==> src/rtl/swf_pkg.sv <==
`timescale 1ns/1ps
package swf_pkg;
  localparam int WORD_W  = 32;
  localparam int AUDIO_W = 24;
  localparam int HALF_W  = 16;
  localparam int NIB_W   = 4;
  localparam int PAD16   = AUDIO_W - HALF_W;
  localparam int PAD20   = AUDIO_W - 20;

  typedef enum logic [1:0] {
    MODE_S16 = 2'd0,
    MODE_S20 = 2'd1,
    MODE_S24 = 2'd2,
    MODE_RAW = 2'd3
  } fmt_mode_e;

  typedef struct packed {
    logic packEn;
    logic txHigh;
    logic rxLoad;
  } fmt_strobe_t;
endpackage

==> src/rtl/swf_ctrl.sv <==
`timescale 1ns/1ps
module swf_ctrl
  import swf_pkg::*;
(
  input  logic        clk,
  input  logic        rstN,
  input  fmt_mode_e   mode,
  input  logic        cfgPack,
  input  logic        txWordValid,
  output logic        txWordReady,
  output logic        txSubValid,
  input  logic        txSubReady,
  output logic        txSubLeft,
  input  logic        rxSubValid,
  output logic        rxSubReady,
  input  logic        rxSubLeft,
  output logic        rxWordValid,
  input  logic        rxWordReady,
  output fmt_strobe_t strb
);
  logic packEn;
  logic txPhase;
  logic txLeftQ;
  logic txFire;
  logic rxHeld;
  logic rxPairSlot;
  logic rxCapture;

  assign packEn = cfgPack && (mode == MODE_S16);

  // transmit sequencing
  assign txSubValid  = txWordValid;
  assign txFire      = txWordValid && txSubReady;
  assign txWordReady = packEn ? (txPhase && txSubReady) : txSubReady;
  assign txSubLeft   = txLeftQ;

  always_ff @(posedge clk) begin
    if (!rstN) begin
      txPhase <= 1'b0;
      txLeftQ <= 1'b1;
    end else begin
      if (txFire) txLeftQ <= ~txLeftQ;
      if (!packEn)     txPhase <= 1'b0;
      else if (txFire) txPhase <= ~txPhase;
    end
  end

  // receive pairing
  assign rxPairSlot  = packEn && !rxSubLeft && rxHeld;
  assign rxCapture   = packEn && rxSubValid && rxSubLeft;
  assign rxWordValid = packEn ? (rxSubValid && rxPairSlot) : rxSubValid;
  assign rxSubReady  = packEn ? (rxPairSlot ? rxWordReady : 1'b1) : rxWordReady;

  always_ff @(posedge clk) begin
    if (!rstN)                                      rxHeld <= 1'b0;
    else if (!packEn)                               rxHeld <= 1'b0;
    else if (rxCapture)                             rxHeld <= 1'b1;
    else if (rxSubValid && !rxSubLeft && rxSubReady) rxHeld <= 1'b0;
  end

  assign strb.packEn = packEn;
  assign strb.txHigh = txPhase;
  assign strb.rxLoad = rxCapture;

  AST_PACK_POP_ON_RIGHT: assert property (@(posedge clk) disable iff (!rstN)
    (packEn && txWordValid && txWordReady) |-> !txSubLeft);
  AST_TAG_TOGGLE: assert property (@(posedge clk) disable iff (!rstN)
    (txWordValid && txSubReady) |=> (txSubLeft != $past(txSubLeft)));
  AST_TX_STALL_HOLDS: assert property (@(posedge clk) disable iff (!rstN)
    !txSubReady |-> !txWordReady);
  AST_RX_NO_EARLY_WORD: assert property (@(posedge clk) disable iff (!rstN)
    (packEn && rxWordValid) |-> !rxSubLeft);
endmodule

==> src/rtl/swf_datapath.sv <==
`timescale 1ns/1ps
module swf_datapath
  import swf_pkg::*;
(
  input  logic                clk,
  input  logic                rstN,
  input  fmt_mode_e           mode,
  input  fmt_strobe_t         strb,
  input  logic [WORD_W-1:0]   txWord,
  output logic [AUDIO_W-1:0]  txSubAudio,
  output logic                txSubP,
  output logic                txSubC,
  output logic                txSubU,
  output logic                txSubV,
  output logic [NIB_W-1:0]    txSubPre,
  input  logic [AUDIO_W-1:0]  rxSubAudio,
  input  logic                rxSubP,
  input  logic                rxSubC,
  input  logic                rxSubU,
  input  logic                rxSubV,
  input  logic [NIB_W-1:0]    rxSubPre,
  output logic [WORD_W-1:0]   rxWord
);
  logic [HALF_W-1:0]  txPick;
  logic [HALF_W-1:0]  heldLeft;
  logic [NIB_W-1:0]   rxStatus;
  logic               genParity;

  // transmit field extraction
  assign txPick = strb.txHigh ? txWord[WORD_W-1:HALF_W] : txWord[HALF_W-1:0];

  always_comb begin
    txSubC   = 1'b0;
    txSubU   = 1'b0;
    txSubV   = 1'b0;
    txSubPre = '0;
    if (strb.packEn) begin
      txSubAudio = {txPick, {PAD16{1'b0}}};
    end else begin
      unique case (mode)
        MODE_S16: txSubAudio = {txWord[HALF_W-1:0], {PAD16{1'b0}}};
        MODE_S20: txSubAudio = {txWord[19:0], {PAD20{1'b0}}};
        MODE_S24: txSubAudio = txWord[AUDIO_W-1:0];
        default: begin
          txSubAudio = txWord[27:4];
          txSubC     = txWord[30];
          txSubU     = txWord[29];
          txSubV     = txWord[28];
          txSubPre   = txWord[3:0];
        end
      endcase
    end
  end

  assign genParity = ^{txSubAudio, txSubC, txSubU, txSubV};
  assign txSubP    = (mode == MODE_RAW) ? txWord[31] : genParity;

  // receive assembly
  always_ff @(posedge clk) begin
    if (!rstN)            heldLeft <= '0;
    else if (strb.rxLoad) heldLeft <= rxSubAudio[AUDIO_W-1:PAD16];
  end

  assign rxStatus = {rxSubP, rxSubC, rxSubU, rxSubV};

  always_comb begin
    if (strb.packEn) begin
      rxWord = {rxSubAudio[AUDIO_W-1:PAD16], heldLeft};
    end else begin
      unique case (mode)
        MODE_S16: rxWord = {rxStatus, rxSubPre, {PAD16{1'b0}}, rxSubAudio[AUDIO_W-1:PAD16]};
        MODE_S20: rxWord = {rxStatus, rxSubPre, {PAD20{1'b0}}, rxSubAudio[AUDIO_W-1:PAD20]};
        MODE_S24: rxWord = {rxStatus, rxSubPre, rxSubAudio};
        default:  rxWord = {rxStatus, rxSubAudio, rxSubPre};
      endcase
    end
  end

  AST_RAW_P_PASS: assert property (@(posedge clk) disable iff (!rstN)
    (mode == MODE_RAW) |-> (txSubP == txWord[31]));
  AST_PARITY_EVEN: assert property (@(posedge clk) disable iff (!rstN)
    (mode != MODE_RAW) |-> ((^{txSubAudio, txSubP, txSubC, txSubU, txSubV}) == 1'b0));
  AST_LOW_PAD_ZERO: assert property (@(posedge clk) disable iff (!rstN)
    (mode == MODE_S16) |-> (txSubAudio[PAD16-1:0] == '0));
endmodule

==> src/rtl/sample_word_fmt.sv <==
`timescale 1ns/1ps
module sample_word_fmt
  import swf_pkg::*;
(
  input  logic        clk,
  input  logic        rstN,
  input  logic [1:0]  cfgMode,
  input  logic        cfgPack,
  input  logic        txWordValid,
  output logic        txWordReady,
  input  logic [31:0] txWord,
  output logic        txSubValid,
  input  logic        txSubReady,
  output logic        txSubLeft,
  output logic [23:0] txSubAudio,
  output logic        txSubP,
  output logic        txSubC,
  output logic        txSubU,
  output logic        txSubV,
  output logic [3:0]  txSubPre,
  input  logic        rxSubValid,
  output logic        rxSubReady,
  input  logic        rxSubLeft,
  input  logic [23:0] rxSubAudio,
  input  logic        rxSubP,
  input  logic        rxSubC,
  input  logic        rxSubU,
  input  logic        rxSubV,
  input  logic [3:0]  rxSubPre,
  output logic        rxWordValid,
  input  logic        rxWordReady,
  output logic [31:0] rxWord
);
  fmt_mode_e   mode;
  fmt_strobe_t strb;

  assign mode = fmt_mode_e'(cfgMode);

  swf_ctrl u_ctrl (
    .clk        (clk),
    .rstN       (rstN),
    .mode       (mode),
    .cfgPack    (cfgPack),
    .txWordValid(txWordValid),
    .txWordReady(txWordReady),
    .txSubValid (txSubValid),
    .txSubReady (txSubReady),
    .txSubLeft  (txSubLeft),
    .rxSubValid (rxSubValid),
    .rxSubReady (rxSubReady),
    .rxSubLeft  (rxSubLeft),
    .rxWordValid(rxWordValid),
    .rxWordReady(rxWordReady),
    .strb       (strb)
  );

  swf_datapath u_dp (
    .clk       (clk),
    .rstN      (rstN),
    .mode      (mode),
    .strb      (strb),
    .txWord    (txWord),
    .txSubAudio(txSubAudio),
    .txSubP    (txSubP),
    .txSubC    (txSubC),
    .txSubU    (txSubU),
    .txSubV    (txSubV),
    .txSubPre  (txSubPre),
    .rxSubAudio(rxSubAudio),
    .rxSubP    (rxSubP),
    .rxSubC    (rxSubC),
    .rxSubU    (rxSubU),
    .rxSubV    (rxSubV),
    .rxSubPre  (rxSubPre),
    .rxWord    (rxWord)
  );
endmodule

==> config.mk <==
export PLATFORM = sky130hd
export DESIGN_NAME = sample_word_fmt
export DESIGN_NICKNAME = d
export VERILOG_FILES = /design/src/rtl/swf_pkg.sv /design/src/rtl/swf_ctrl.sv /design/src/rtl/swf_datapath.sv /design/src/rtl/sample_word_fmt.sv
export SDC_FILE = /design/constraint.sdc
export NUM_CORES = 1
export LEC_CHECK = 0
export BUFFER_PORTS_ARGS = -buffer_cell sky130_fd_sc_hd__buf_2
export CORE_ASPECT_RATIO = 1.1
export CORE_MARGIN = 2
export CORE_UTILIZATION = 45
export DETAILED_ROUTE_END_ITERATION = 16
export PLACE_DENSITY = 0.78
export SYNTH_ARGS = -nofsm -noshare
export SYNTH_HDL_FRONTEND = slang
export SYNTH_HIERARCHICAL = 1
export SYNTH_SLANG_ARGS = --single-unit
export TNS_END_PERCENT = 20
==> constraint.sdc <==
create_clock -name clk -period 2.58 [get_ports clk]
set_clock_uncertainty 0.05 [all_clocks]
set_input_delay 0.258 -clock clk [delete_from_list [all_inputs] [get_ports clk]]
set_output_delay 0.258 -clock clk [all_outputs]
set_load 0.005 [all_outputs]
==> impl_metrics.yaml <==
run_status:
  status: "complete, but fails checks"
  violations: "setup timing"
sta:
  whs_ns: 0.2675
  maxSlewViolCount: 0
  rsz0062_at_grt: "true"
  tns_ns: -0.1730
  worst_slack_ns: -0.1730
  slew_headroom_pct: 64.70
  period_needed_ns: 2.753
  setup_viol: 1
  worst_slew_pin_slew_ns: 0.5294
  max_clock_freq_mhz: 363.2
  hold_viol_final: 0
  finalCritPeriodShare_pct: 106.7
synthesis:
  synth_edf_count: 0
  syn_area_per_cell_sq_um: 8.201
  synthArstFlopShare_pct: 0
  synth_cell_types: 38
  ys_ff_latch: 19
  syn_inst: 406
  synth_flop_cell: "dfxtp_1"
  synth_nets: 480
  ys_seq_area_share_pct: 11.42
  yosys_warnings: 6
  synth_area_sq_um: 3329
detailed_routing:
  wire_per_inst_um: 16.37
  drt_first_pass_iters: 5
  wirelength_um: 10770
  vias: 3724
  drtIter0Drc: 161
  drcViolationCount: 0
  drtAntennaViolNets: 0
  viasPerCell: 5.660
grt:
  grt_pass1_vias: 3592
  grt_pass1_wl_um: 16810
  track_usage_pct: 25.44
  grt.overflow.total: 0
  antenna_found_initial: 0
  grt_max_degree: 49
clock_tree:
  clock-sinks: 19
  cts_buffers: 3
  h-tree-depth: 1
  clkTransAtPathRegs_ns: 0.08
  clock_latency_ns: 0.25
  clock-root-buffer: "clkbuf_8"
  clockBufferDepth: 2
  cts_tree: "done"
  postCtsHoldBufs: 0
layout:
  layout_common_cells: "buf_2, mux2i_1, buf_4, nand2_1"
  n_fill_cell: 605
  area_delta_synth_final_pct: 35.96
  design_area_sq_um: 4527
  layout_commonest_cell: "buf_2"
  layout.nets: 648
  diodes: 0
  drive_above_1_share_pct: 44.85
floorplan:
  start_util_pct: 46.98
  num_rows: 32
  die_h_um: 94.22
  ioPinCount: 143
  core_area_sq_um: 7087
  die_area_sq_um: 8104
  die_w_um: 86.02
setup_path:
  cp-startpoint: "cfgMode[1]"
  rr_startpoint: "u_ctrl/txPhase$_SDFFE_PN0P_"
  timing.rr.end: "u_ctrl/txPhase$_SDFFE_PN0P_"
  cp_max_fo: 6
  cp-end-kind: "output port"
  reg2reg_depth: 2
  start_kind: "input port"
  path_class: "in -> out"
  r2r_slack_ns: 1.66
  cp.required_ns: 2.27
  cp_data_arrival_time_ns: 2.45
pwr:
  ir_drop_v: 0.0002021
  power_leakage_uw: 0.002144
  p_per_area_nw_per_um2: 317.7
placed_design:
  port_buffers: 142
  placed_area_sq_um: 4348
  gp_congestion: 0.8960
  hpwlAfterDp_um: 8398
hold_path:
  min_to: "u_dp/heldLeft[4]$_SDFFE_PN0P_"
  hp-start: "rxSubAudio[12]"
  hold_path_class: "in -> reg"
  hold_depth: 3
run:
  maxCapViolCount: 0
[registers in the layout, summed over array words and instances (netlist names)]
signal,count
u_dp/heldLeft,16
u_ctrl/rxHeld,1
u_ctrl/txPhase,1
u_ctrl/txSubLeft,1
[cell usage after synthesis, drive strengths merged (9+ instances only)]
library cell  instances  area [sq um]
xnor2                20         175.2
mux2                 24         270.3
a21oi                35         178.9
nor2b                17         106.4
mux2i                88         880.8
xor2                 15         131.4
nor2                 34         130.1
nand2                35         131.4
o21ai                24         120.1
and2                  9         57.56
dfxtp                19         380.4
mux4                 11         247.7
clkbuf               16         61.30
buf                  21         127.6
[worst max path at each step]
stage	to	slack (ns)	depth (start not counted)
final	txSubP	-0.17	10
after global routing	txSubP	-0.27	12
after CTS	txSubP	-0.13	11
after detailed placement	txSubP	-0.25	11
after global placement	txSubP	-0.16	10
after floorplan	rxWord[10]	0.11	7
[area by class of cell]
cell class / instances / area (sq um) / area share [%]
multi-input cells: 345 / 2794 / 61.72
clock inverters: 1 / 7.507 / 0.1658
well taps: 85 / 106.4 / 2.349
clock buffers: 3 / 41.29 / 0.9121
flip-flops and latches: 19 / 384.1 / 8.485
repair buffers: 200 / 1171 / 25.87
inverters: 5 / 22.52 / 0.4975
[cell families (layout without fill, tap and decap cells)]
kind of cell / count (synthesis) / count (layout) / share of synthesized area (%)
and+or+nand+nor: 109 / 109 / 16.05
muxes: 123 / 123 / 42.01
DFF: 19 / 19 / 11.42
buffers and inverters: 42 / 209 / 6.238
xor gates and xnor gates: 38 / 38 / 11.24
AOI/OAI and AO/OA: 75 / 75 / 13.04
[per-layer routing]
metal	vias up	routed length (um)	track usage (%)	share of wire [%]
met2	186	5474	47.93	51
met1	1748	4191	29.75	39
met3	25	805	2.988	7.5
met4	0	301	7.275	2.8
met5	-	0	0	0
li1	1765	-	-	-
[where the power goes]
part	switching, uW	total [uW]	internal, uW
clock	102	211	109
combinational	434	928	494
sequential	2.67	299	297
[critical path: stages]
cell,delay (ns)
buf_6,0.11
mux4_2,0.51
nor2_2,0.12
a21oi_2,0.05
xnor3_1,0.41
xnor2_2,0.17
xnor3_1,0.33
xnor3_1,0.22
a21oi_2,0.13
buf_2,0.13
[stage by stage]
step / instances / utilization (%) / setup slack [ns] / total power [uW]
3_3_place_gp: 648 / 61.35 / -0.1633 / 1160
2_1_floorplan: 406 / - / 0.1071 / 829.5
3_5_place_dp: 648 / 61.35 / -0.2545 / 1182
6_report: 658 / 63.88 / -0.1730 / 1438
4_1_cts: 656 / 63.38 / -0.1341 / 1422
5_1_grt: 658 / 63.88 / -0.2727 / 1532
[repair_timing]
action	4_1_cts	5_1_grt
setup buffers	4	2
pin swaps	6	4
setup endpoints to repair	1	1
gates cloned	0	0
gates resized for setup	18	4
Note: power is estimated with default switching activity, not from simulation.
